## src/rtl/pirq_pkg.sv

```systemverilog
package pirq_pkg;
    localparam int unsigned WORD_W = 32;
    localparam int unsigned EV_W   = 4;

    // status bit positions (fixed by the register the block reads)
    localparam int unsigned B_D2H     = 0;
    localparam int unsigned B_PIO     = 1;
    localparam int unsigned B_PCON    = 6;
    localparam int unsigned B_PHYRDY  = 22;
    localparam int unsigned B_NONFAT  = 26;
    localparam int unsigned B_IFFAT   = 27;
    localparam int unsigned B_HBDATA  = 28;
    localparam int unsigned B_HBFAT   = 29;
    localparam int unsigned B_TFERR   = 30;

    localparam int unsigned N_FATAL = 4;
    localparam int unsigned FATAL_POS [N_FATAL] = '{B_IFFAT, B_HBDATA, B_HBFAT, B_TFERR};

    typedef enum logic [EV_W-1:0] {
        EV_NONE  = 4'b0000,
        EV_LINK  = 4'b0001,
        EV_RESET = 4'b0010,
        EV_FATAL = 4'b0100,
        EV_DONE  = 4'b1000
    } pirq_ev_e;

    typedef struct packed {
        pirq_ev_e ev;
        logic     link_combo;
        logic     any;
    } pirq_cls_t;

    function automatic logic [WORD_W-1:0] bit_at(input int unsigned pos);
        logic [WORD_W-1:0] m;
        m = '0;
        m[pos] = 1'b1;
        return m;
    endfunction
endpackage

```

## src/rtl/pirq_decode.sv

```systemverilog
module pirq_decode
    import pirq_pkg::*;
(
    input  logic [WORD_W-1:0] st_word,
    input  logic [WORD_W-1:0] ie_word,
    output pirq_cls_t         cls
);
    logic [WORD_W-1:0] eff;
    logic [N_FATAL-1:0] fat_hits;
    logic rst_req, fat_req, done_req;

    assign eff = st_word & ie_word;

    for (genvar g = 0; g < N_FATAL; g++) begin : g_fat
        assign fat_hits[g] = eff[FATAL_POS[g]];
    end

    assign rst_req  = eff[B_NONFAT];
    assign fat_req  = |fat_hits;
    assign done_req = eff[B_D2H] | eff[B_PIO];

    always_comb begin
        cls.any        = |eff;
        cls.link_combo = eff[B_PHYRDY] & eff[B_PCON];
        if (rst_req)              cls.ev = EV_RESET;
        else if (fat_req)         cls.ev = EV_FATAL;
        else if (done_req)        cls.ev = EV_DONE;
        else if (cls.link_combo)  cls.ev = EV_LINK;
        else                      cls.ev = EV_NONE;
    end
endmodule

```

## src/rtl/pirq_evt_hold.sv

```systemverilog
module pirq_evt_hold
    import pirq_pkg::*;
(
    input  logic     clk,
    input  logic     rst,
    input  logic     load,
    input  pirq_ev_e ev_in,
    input  logic     ack,
    output pirq_ev_e ev_out,
    output logic     pend
);
    pirq_ev_e ev_q;

    always_ff @(posedge clk) begin
        if (rst)                          ev_q <= EV_NONE;
        else if (load && ev_in != EV_NONE) ev_q <= ev_in;
        else if (ack)                     ev_q <= EV_NONE;
    end

    assign ev_out = ev_q;
    assign pend   = (ev_q != EV_NONE);
endmodule

```

## src/rtl/pirq_flags.sv

```systemverilog
module pirq_flags (
    input  logic clk,
    input  logic rst,
    input  logic link_set,
    input  logic consume,
    input  logic issue,
    input  logic done,
    output logic link_seen,
    output logic busy
);
    always_ff @(posedge clk) begin
        if (rst) begin
            link_seen <= 1'b0;
            busy      <= 1'b0;
        end else begin
            if (link_set)      link_seen <= 1'b1;
            else if (consume)  link_seen <= 1'b0;
            if (issue)         busy <= 1'b1;
            else if (done)     busy <= 1'b0;
        end
    end
endmodule

```

## src/rtl/port_irq_classifier.sv

```systemverilog
module port_irq_classifier
    import pirq_pkg::*;
#(
    parameter int unsigned W = pirq_pkg::WORD_W
) (
    input  logic         clk,
    input  logic         rst,
    input  logic         st_valid,
    input  logic [W-1:0] st_word,
    input  logic [W-1:0] ie_word,
    input  logic [W-1:0] serr_word,
    input  logic         evt_ack,
    input  logic         connect_consume,
    input  logic         cmd_issue,
    output logic [3:0]   evt_onehot,
    output logic         evt_pend,
    output logic         st_clr_stb,
    output logic [W-1:0] st_clr_mask,
    output logic         serr_clr_stb,
    output logic [W-1:0] serr_clr_val,
    output logic         recover_stb,
    output logic         ie_clr_stb,
    output logic         connect_seen,
    output logic         wait_busy
);
    pirq_cls_t cls;
    pirq_ev_e  ev_held;
    logic      take;

    pirq_decode u_dec (
        .st_word (st_word),
        .ie_word (ie_word),
        .cls     (cls)
    );

    assign take = st_valid & ~evt_pend;

    pirq_evt_hold u_hold (
        .clk    (clk),
        .rst    (rst),
        .load   (take),
        .ev_in  (cls.ev),
        .ack    (evt_ack),
        .ev_out (ev_held),
        .pend   (evt_pend)
    );

    pirq_flags u_flags (
        .clk       (clk),
        .rst       (rst),
        .link_set  (take & cls.link_combo),
        .consume   (connect_consume),
        .issue     (cmd_issue),
        .done      (take & (cls.ev == EV_DONE)),
        .link_seen (connect_seen),
        .busy      (wait_busy)
    );

    always_ff @(posedge clk) begin
        if (rst) begin
            st_clr_stb   <= 1'b0;
            st_clr_mask  <= '0;
            serr_clr_stb <= 1'b0;
            serr_clr_val <= '0;
            recover_stb  <= 1'b0;
            ie_clr_stb   <= 1'b0;
        end else begin
            st_clr_stb   <= take & cls.any;
            st_clr_mask  <= (take & cls.any) ? st_word : '0;
            serr_clr_stb <= take & cls.link_combo;
            serr_clr_val <= (take & cls.link_combo) ? serr_word : '0;
            recover_stb  <= take & (cls.ev == EV_FATAL);
            ie_clr_stb   <= take & (cls.ev == EV_FATAL);
        end
    end

    assign evt_onehot = ev_held;
endmodule

```

## config.mk

```make
export PLATFORM = sky130hd
export DESIGN_NAME = port_irq_classifier
export DESIGN_NICKNAME = d
export VERILOG_FILES = /design/src/rtl/pirq_pkg.sv /design/src/rtl/pirq_decode.sv /design/src/rtl/pirq_evt_hold.sv /design/src/rtl/pirq_flags.sv /design/src/rtl/port_irq_classifier.sv
export SDC_FILE = /design/constraint.sdc
export NUM_CORES = 1
export LEC_CHECK = 0
export BUFFER_PORTS_ARGS = -buffer_cell sky130_fd_sc_hd__buf_2
export CAP_MARGIN = 20
export CORE_MARGIN = 2
export CORE_UTILIZATION = 39
export DETAILED_ROUTE_END_ITERATION = 12
export GPL_TIMING_DRIVEN = 0
export MAX_ROUTING_LAYER = met4
export PLACE_DENSITY = 0.74
export SLEW_MARGIN = 20
export SYNTH_ARGS = -nofsm -noshare
export SYNTH_HDL_FRONTEND = slang
export SYNTH_HIERARCHICAL = 1
export SYNTH_SLANG_ARGS = --single-unit
```

## constraint.sdc

```tcl
create_clock -name clk -period 2.05 [get_ports clk]
set_input_delay 0.1025 -clock clk [delete_from_list [all_inputs] [get_ports clk]]
set_output_delay 0.1025 -clock clk [all_outputs]
set_load 0.005 [all_outputs]
```

# After elaboration in Yosys (flattened, before gate mapping)
# Index checks and enable logic that the tools add are counted.
# W data, S select, Z words.
[totals]
word_cells = 41
output_inout_bits = 75
register_bits = 73
inputBits = 102
[op_classes]
n_eq_ne = 2
mux = 10
bitwise_logic = 11
n_reduce_logical = 10
[ops]
columns = ["operator", "count"]
rows = [
  ["$and A32 B32 Y32", 1],
  ["$reduce_or A32 Y1", 1],
  ["$mux W4", 5],
  ["$reduce_bool A4 Y1", 2],
  ["$and A1 B1 Y1", 6],
  ["$reduce_bool A2 Y1", 3],
  ["$mux W1", 5],
  ["$eq A4 B3 Y1 const B", 1],
  ["$eq A4 B4 Y1 const B", 1],
  ["$reduce_or A2 Y1", 2],
  ["$reduce_or A4 Y1", 1],
  ["$not A1 Y1", 3],
  ["$logic_and A1 B1 Y1", 1],
  ["$or A1 B1 Y1", 1],
]

# Logic depth before layout (Yosys ltp)
# Gate-level depths: netlist (run 1).
[depth]
ltp_word = 10
mapped_depth = 7
ltp_nobuf = 7

# Hierarchy
# Netlist (run 1), hierarchy kept.
[modules_own_cells]
columns = ["module", "area_each_um2", "seq_area_each_um2", "cells_per_inst", "instances"]
rows = [
  ["port_irq_classifier", 1919.3, 1341.3, 146, 1],
  ["pirq_decode", 205.2, 0.0, 27, 1],
  ["pirq_evt_hold", 165.2, 80.1, 12, 1],
  ["pirq_flags", 70.1, 40.0, 8, 1],
]

# Worst setup path after synthesis (run 1)
# No wires, ideal clock.
[synth_timing]
kind = "register to register"
from = "register u_hold.ev_q[1], in the netlist u_hold/ev_out[1]"
to = "register u_hold.ev_q[0], in the netlist u_hold/ev_out[0]"
period_less_slack_ns = 1.706
required_ns = 1.933
setup_time_ns = 0.117
setup_slack_ns = 0.344
stages_incl_launch_ff = 5
path_buffers = 0
arrival_time_ns = 1.589
cell_sequence = "dfxtp_1 > or4_1 > nor2b_1 > o41ai_4 > a32o_1"
[synth_via]
elab_chain_len = 5
elab_cells_between_ends = 6
classes_between = "1 x mux; 2 x bitwise; 3 x reduce/logical"
[synth_rtl]
columns = ["item", "line", "source"]
rows = [
  ["from (decl)", "pirq_evt_hold.sv:12", "pirq_ev_e ev_q;"],
  ["from (signal assigned)", "pirq_evt_hold.sv:16", "else if (load && ev_in != EV_NONE) ev_q <= ev_in;"],
  ["$reduce_bool A4 Y1 *", "pirq_evt_hold.sv:21", "assign pend = (ev_q != EV_NONE);"],
  ["net evt_pend", "port_irq_classifier.sv:16", "output logic evt_pend,"],
  ["$not A1 Y1 *", "port_irq_classifier.sv:36", "assign take = st_valid & ~evt_pend;"],
  ["$and A1 B1 Y1 *", "port_irq_classifier.sv:36", ""],
  ["net take", "port_irq_classifier.sv:28", "logic take;"],
  ["$logic_and A1 B1 Y1 *", "pirq_evt_hold.sv:16", ""],
  ["$mux W4 or $reduce_bool A2 Y1 (tied branches)", "-", ""],
]
# Mark *: on every way through the listed nets, which the timed path passes. The rest lies on a longest branch.
# A chain may end at the register's enable or synchronous reset.

==> results of run 1 <==
path summary, 6_finish.rpt:
| kind | slack (ps) | endpoint | cells past startpoint | start |
|---|---|---|---|---|
| max | 70 | st_clr_mask[18] | 8 | st_word[23] |
| min | 20 | st_clr_mask[15] | 2 | st_word[15] |
| max reg2reg | 210 | u_hold/ev_out[0] | 4 | u_hold/ev_out[1] |
| min reg2reg | 480 | u_flags/link_seen | 2 | u_flags/link_seen |
worst max-delay path, stage by stage:
cell	delay, ps
dlygate4sd3_1	560
buf_2	140
a222oi_1	330
nand4_1	130
or3_1	370
and4bb_4	250
buf_6	140
and2_2	180
final cells by class:
cell class	instances	area, sq um
Fill cell	457	1740
Timing Repair Buffer	237	1510
Clock buffer	11	141
Sequential cell	73	1460
Tap cell	75	93.8
Multi-Input combinational cell	109	820
Buffer	7	75.1
Clock inverter	5	31.3
Inverter	4	15.0
Yosys cell counts:
cell,number
and3_1,1
a221oi_1,1
a22o_2,1
inv_1,4
nor3b_1,1
nand3_1,1
a22oi_1,6
and2_2,24
buf_4,1
dfxtp_1,73
buf_6,6
nand2b_1,2
a222oi_1,1
nor2_1,4
nand2_1,1
and4b_1,1
and2_1,41
nor2b_1,2
o41ai_4,1
or4_1,1
a21oi_1,3
a221oi_2,3
a32o_1,4
nand4_1,4
and4bb_4,2
a22o_1,3
or3_1,1
per-stage QoR:
step / power [mW] / utilization, %
final: 2.83 / 70.5
after detailed placement: 1.78 / 56.7
after CTS: 2.85 / 70.3
after floorplan: 1.61 / -
after global routing: 2.96 / 70.5
after global placement: 1.77 / 56.7
repair_timing:
action,in CTS,in global routing
gates resized for setup,0,5
hold buffers,63,0
endpoints found under the hold margin,63,0
buffers inserted,0,1
setup endpoints to repair,0,29
state kept, by name, indices dropped and copies added, names as in the netlist:
register	flops
serr_clr_val	32
st_clr_mask	32
u_hold/ev_out	4
ie_clr_stb	1
serr_clr_stb	1
st_clr_stb	1
u_flags/busy	1
u_flags/link_seen	1
power groups by stage:
| stage | sequential (mW) | clock [mW] | combinational (mW) |
|---|---|---|---|
| floorplan | 1.51 | 0 | 0.101 |
| global placement | 1.50 | 0 | 0.274 |
| detailed placement | 1.50 | 0 | 0.278 |
| CTS | 1.47 | 1.01 | 0.372 |
| global route | 1.47 | 1.07 | 0.416 |
| finish | 1.47 | 0.980 | 0.384 |
cell usage in the layout (no fill, tap or decap), drive strengths merged, types with 4 or more instances in the layout:
| cell | n |
|---|---|
| a221oi | 4 |
| a22o | 4 |
| a22oi | 6 |
| a32o | 4 |
| and2 | 65 |
| buf | 181 |
| clkbuf | 11 |
| clkinv | 4 |
| dfxtp | 73 |
| dlygate4sd3 | 62 |
| inv | 4 |
| nand4 | 4 |
| nor2 | 4 |
cell families (layout without fill, tap and decap cells):
| logic type | Yosys count | count (layout) | synth area share (%) |
|---|---|---|---|
| buf+inv | 11 | 264 | 3.82 |
| simple gates | 86 | 86 | 24.6 |
| flops | 73 | 73 | 61.9 |
| compound gates | 23 | 23 | 9.65 |
per-layer routing:
metal	GRT usage (%)	share of wire, %
met5	-	0
met4	14.5	3.9
met3	5.16	5.8
met2	37.3	51
met1	22.7	39
==> flow_summary.yaml, run 1 <==
timing:
  rsz0062_at_grt: "no"
  finalClockSkew_ps: 6.64
  tns_ps: 0
  hold_viol_final: 0
  min_period_over_period_pct: 96.5
  hold_ws_ps: 18.2
  maxSlewHeadroom_pct: 71.8
  worst_pin_slew_ps: 424
  drv_slew: 0
  min_period_ps: 1980
  max_freq_mhz: 506
  setup_viol: 0
  fin_ws_ps: 72.2
cells_and_area:
  fin_cells: 521
  num_antenna_cells: 0
  syn_to_final_growth_pct: 75.9
  final_nets: 543
  drive_above_1_share_pct: 51.3
  post-route-cell-area_sq_mm: 0.00415
clock_tree:
  tritoncts: "built"
  clock_latency_ps: 330
  numClockSinks: 73
  clock_path_buffers: 2
  cts_buffers: 9
  h-tree-depth: 3
  root_buffer: "clkbuf_8"
  clkTransAtPathRegs_ps: 70
route:
  drt_pre_antenna_iters: 5
  wire_per_inst_um: 14.1
  routed_wl_um: 7330
  detail-route-antenna-nets: 0
  dr.first_iter.drc_count: 65
  post-route-drc-count: 0
  viasPerCell: 4.51
  num_vias: 2352
floorplan:
  core_area_sq_mm: 0.00589
  pin_count: 177
  die_area_sq_mm: 0.00669
  initial_core_util_pct: 40.1
  die_width_um: 81.8
  fp.dieH_um: 81.8
  row_count: 28
grt:
  grt_pass1_wl_um: 10600
  globalRoute.totalOverflow: 0
  grt_usage_pct: 22.0
  grt_pass1_vias: 2300
  grt_max_degree: 13
  antenna_found_initial: 0
place:
  place_inst: 444
  place_hpwl_um: 4860
  place.port_buffers: 176
  place_ws_ps: 128
  postPlaceCellArea_sq_mm: 0.00333
  place.gp.congestion: 0.826
power:
  p_leak_nw: 2.14
  p_per_area_mw_per_mm2: 682
  p_sw_mw: 0.666
  ir_drop_mv: 0.471
  seq_power_share_pct: 51.8
  p_sw_share_pct: 23.5
  intPower_mw: 2.17
  combPwrFrac_pct: 13.5
  p_clk_share_pct: 34.6
synth:
  synthDistinctLibCells: 27
  ys_seq_area_share_pct: 61.9
  synth_area_sq_mm: 0.00236
  yosysTopAreaCell: "dfxtp_1"
  ys_ff_latch: 73
  ys_top_cells_by_area: "dfxtp_1 (62%), and2_1 (11%), and2_2 (7.6%)"
  synth_top_area_share_pct: 61.9
  synth_cells: 193
  syn-num-nets: 295
  yosysWarnings: 6
  avgSynthCellArea_sq_um: 12.2
setup_path:
  startpoint_type: "input pin"
  cp_max_fo: 7
  required_ps: 2280
  end_kind: "register"
  crit_arrival_ps: 2210
  path_class: "input pin to register"
run_status:
  status: "completed"
flow_run:
  cap_violations: 0
hold_path:
  hold_class: "input pin to register"
No activity file was read; power rests on OpenSTA's default activity.
==> inputs of run 2 (changes only) <==
==> constraint.sdc (replaced) <==
create_clock -name clk -period 2.05 [get_ports clk]
set_input_delay 0 -clock clk [delete_from_list [all_inputs] [get_ports clk]]
set_output_delay 0 -clock clk [all_outputs]
set_load 0.005 [all_outputs]
==> flow_summary.yaml, run 2 (same netlist as run 1, synthesis figures left out) <==
cells_and_area:
  drive_above_1_share_pct: 51.0
  n_fill_cell: 449
  final_nets: 550
  syn_to_final_growth_pct: 77.6
  mostFrequentLayoutCells: "buf_2 (176), dfxtp_1 (73), dlygate4sd3_1 (67), and2_1 (41), and2_2 (24)"
  num_antenna_cells: 0
  fin_cells: 528
  final_common_cell: "buf_2"
route:
  detail-route-antenna-nets: 0
  post-route-drc-count: 0
  viasPerCell: 4.54
  dr.first_iter.drc_count: 54
  routed_wl_um: 7540
  num_vias: 2395
  drt_pre_antenna_iters: 4
  wire_per_inst_um: 14.3
timing:
  worst_pin_slew_ps: 442
  hold_viol_final: 0
  setup_viol: 0
  min_period_over_period_pct: 96.7
  tns_ps: 0
  min_period_ps: 1980
  hold_ws_ps: 94.5
  drv_slew: 0
  rsz0062_at_grt: "no"
  max_freq_mhz: 505
  finalClockSkew_ps: 7.80
  fin_ws_ps: 68.3
  maxSlewHeadroom_pct: 70.5
place:
  place_ws_ps: 216
  place.gp.congestion: 0.826
  place.port_buffers: 176
  place_inst: 444
  place_hpwl_um: 4860
grt:
  globalRoute.totalOverflow: 0
  grt_max_degree: 13
  antenna_found_initial: 0
  grt_usage_pct: 22.5
  grt_pass1_vias: 2317
  grt_pass1_wl_um: 10700
setup_path:
  end_kind: "register"
  r2r_cells: 4
  cp_max_fo: 7
  required_ps: 2280
  crit_arrival_ps: 2210
  startpoint_type: "input pin"
  path_class: "input pin to register"
floorplan:
  fp.dieH_um: 81.8
  row_count: 28
  initial_core_util_pct: 40.1
  die_area_sq_mm: 0.00669
  pin_count: 177
  core_area_sq_mm: 0.00589
  die_width_um: 81.8
clock_tree:
  h-tree-depth: 3
  cts_buffers: 9
  root_buffer: "clkbuf_8"
  numClockSinks: 73
  clock_latency_ps: 330
  clkTransAtPathRegs_ps: 80
  clock_path_buffers: 2
  tritoncts: "built"
power:
  p_leak_nw: 2.16
  ir_drop_mv: 0.473
  p_per_area_mw_per_mm2: 677
run_status:
  status: "completed"
flow_run:
  cap_violations: 0
hold_path:
  holdPathStages: 3
  hold_class: "input pin to register"
## run 2: through the flow
| step | instance area [sq um] | total power, mW | util (%) |
|---|---|---|---|
| after detailed placement | 3330 | 1.78 | 56.7 |
| after global placement | 3330 | 1.77 | 56.7 |
| after floorplan | 2360 | 1.61 | - |
| final | 4190 | 2.84 | 71.2 |
| after global routing | 4190 | 2.96 | 71.2 |
| after CTS | 4180 | 2.86 | 71.0 |
## run 2: final timing paths
| kind | startpoint | to | slack (ps) |
|---|---|---|---|
| max | st_word[22] | st_clr_mask[15] | 70 |
| min reg2reg | u_flags/link_seen | u_flags/link_seen | 480 |
| min | evt_ack | u_hold/ev_out[1] | 90 |
| max reg2reg | u_hold/ev_out[1] | u_hold/ev_out[0] | 200 |
## run 2: critical path, stage by stage
cell	delay, ps
dlygate4sd3_1	540
buf_2	130
a22o_2	260
a221oi_2	170
nand4_1	170
or3_1	350
and4bb_4	250
buf_2	150
and2_2	180
## run 2: power by group
part | internal [mW] | switching [mW] | total [mW]
clock network | 0.468 | 0.513 | 0.981
logic | 0.245 | 0.145 | 0.390
registers | 1.46 | 0.0106 | 1.47
total | 2.17 | 0.669 | 2.84
## run 2: layout make-up
| type | instances | area (sq um) | share of cell area, % |
|---|---|---|---|
| Multi-Input combinational cell | 109 | 815 | 19.4 |
| Clock buffer | 11 | 141 | 3.37 |
| Clock inverter | 5 | 31.3 | 0.746 |
| Timing Repair Buffer | 244 | 1560 | 37.2 |
| Sequential cell | 73 | 1460 | 34.9 |
| Buffer | 7 | 75.1 | 1.79 |
| Tap cell | 75 | 93.8 | 2.24 |
| Inverter | 4 | 15.0 | 0.358 |
## run 2: metal layers
metal  vias to the layer above  wire length (um)  global-route usage (%)
met5                         -                 0                       -
met4                         0               257                    15.3
met3                        25               436                    5.27
met2                       104              3940                    38.3
met1                      1105              2900                    22.8
li1                       1161                 -                       -
## run 2: what timing repair did
item,in CTS,in global routing
setup buffers,0,1
hold buffers,67,0
endpoints found under the hold margin,66,0
gates resized for setup,0,1
endpoints found under the setup margin,0,29
==> inputs of run 3 (changes only) <==
- CORE_ASPECT_RATIO: unset -> 1.1
==> flow_summary.yaml, run 3 (same netlist as run 1, synthesis figures left out) <==
setup_path:
  r2r_slack_ps: 200
  r2r_cells: 4
  cp_max_fo: 10
  path_class: "input pin to register"
  end_kind: "register"
  crit_arrival_ps: 2210
  required_ps: 2260
  r2r-end: "u_hold/ev_out[2]"
  r2r_start: "u_hold/ev_out[1]"
  startpoint_type: "input pin"
place:
  place_inst: 446
  place_hpwl_um: 4950
  place.port_buffers: 176
  place.gp.congestion: 0.857
clock_tree:
  clock_path_buffers: 2
  root_buffer: "clkbuf_8"
  tritoncts: "built"
  numClockSinks: 73
  cts_buffers: 9
  h-tree-depth: 3
  clkTransAtPathRegs_ps: 70
  clock_latency_ps: 330
cells_and_area:
  final_common_cell: "buf_2"
  fin_cells: 530
  mostFrequentLayoutCells: "buf_2 (176), dfxtp_1 (73), dlygate4sd3_1 (67), and2_1 (41), and2_2 (24)"
  final_nets: 550
  drive_above_1_share_pct: 50.6
  syn_to_final_growth_pct: 78.5
  num_antenna_cells: 0
power:
  ir_drop_mv: 0.601
  p_leak_nw: 2.17
  p_per_area_mw_per_mm2: 702
route:
  dr.first_iter.drc_count: 74
  viasPerCell: 4.54
  route.met3.wl_um: 362
  num_vias: 2408
  wire_per_inst_um: 14.7
  routed_wl_um: 7790
  post-route-drc-count: 0
  dr.max_layer_used: "met4"
  detail-route-antenna-nets: 0
  drt_pre_antenna_iters: 5
  wl_met1_um: 2840
  wl_met2_um: 4180
grt:
  globalRoute.totalOverflow: 0
  grt_max_degree: 13
  antenna_found_initial: 0
  grt_pass1_vias: 2571
  grt_pass1_wl_um: 12000
  grt_usage_pct: 24.5
floorplan:
  pin_count: 177
  fp.dieH_um: 85.6
  core_area_sq_mm: 0.00581
  row_count: 29
  die_width_um: 78.2
  die_area_sq_mm: 0.00669
  initial_core_util_pct: 40.6
hold_path:
  hold_path_end: "u_hold/ev_out[1]"
  holdPathStages: 3
  hp-start: "evt_ack"
  hold_class: "input pin to register"
timing:
  min_period_over_period_pct: 97.5
  max_freq_mhz: 500
  finalClockSkew_ps: 7.27
  hold_ws_ps: 103
  rsz0062_at_grt: "no"
  setup_viol: 0
  drv_slew: 0
  worst_pin_slew_ps: 418
  min_period_ps: 2000
  maxSlewHeadroom_pct: 72.1
  hold_viol_final: 0
  tns_ps: 0
flow_run:
  cap_violations: 0
run_status:
  status: "completed"
-- run 3: worst max-delay path: stages --
cell and delay, ps:
dlygate4sd3_1 540, buf_2 130, a22o_1 220, a221oi_1 230, nand4_1 150, or3_1 380
and4bb_4 230, buf_6 140, and2_2 190
-- run 3: per-stage QoR --
step                      setup WS [ps]  power, mW  cell area (sq um)  utilization (%)
after CTS                          20.2       2.98               4210             72.4
after global placement              235       1.77               3340             57.5
final                              50.8       2.96               4210             72.6
after floorplan                     344       1.61               2360                -
after global routing               16.1       3.09               4210             72.6
after detailed placement            211       1.78               3340             57.5
-- run 3: area by class of cell --
type / count / area (sq um)
plain buffers: 7 / 75.1
clock buffers: 12 / 145
clock inverters: 4 / 52.6
fillers: 437 / 1590
inverters: 4 / 15.0
multi-input cells: 109 / 808
flip-flops and latches: 73 / 1460
well taps: 77 / 96.3
repair buffers: 244 / 1560
-- run 3: where the power goes --
part	total [mW]	leakage, nW	internal, mW	switching (mW)
logic	0.388	1.48	0.244	0.144
clock network	1.10	0.101	0.599	0.502
registers	1.47	0.593	1.46	0.0113
total	2.96	2.17	2.30	0.657
-- run 3: worst max path at each step --
stage                     startpoint                to  cells past startpoint
floorplan           u_hold/ev_out[1]  u_hold/ev_out[0]                      4
global placement         st_word[22]   st_clr_mask[12]                      8
detailed placement  u_hold/ev_out[1]  u_hold/ev_out[2]                      4
CTS                      st_word[22]   st_clr_mask[14]                      9
global route             st_word[22]   st_clr_mask[14]                      9
finish                    st_word[4]   st_clr_mask[14]                      9
-- run 3: what timing repair did --
action,CTS,global route
resized for setup,0,0
setup buffers,0,1
endpoints found under the setup margin,0,17
hold buffers,67,0
endpoints found under the hold margin,66,0
-- run 3: routing by layer --
layer	up-vias	global-route usage (%)
met5	-	-
met3	36	4.84
met2	115	44.1
met1	1093	23.7
li1	1164	-
met4	0	16.1
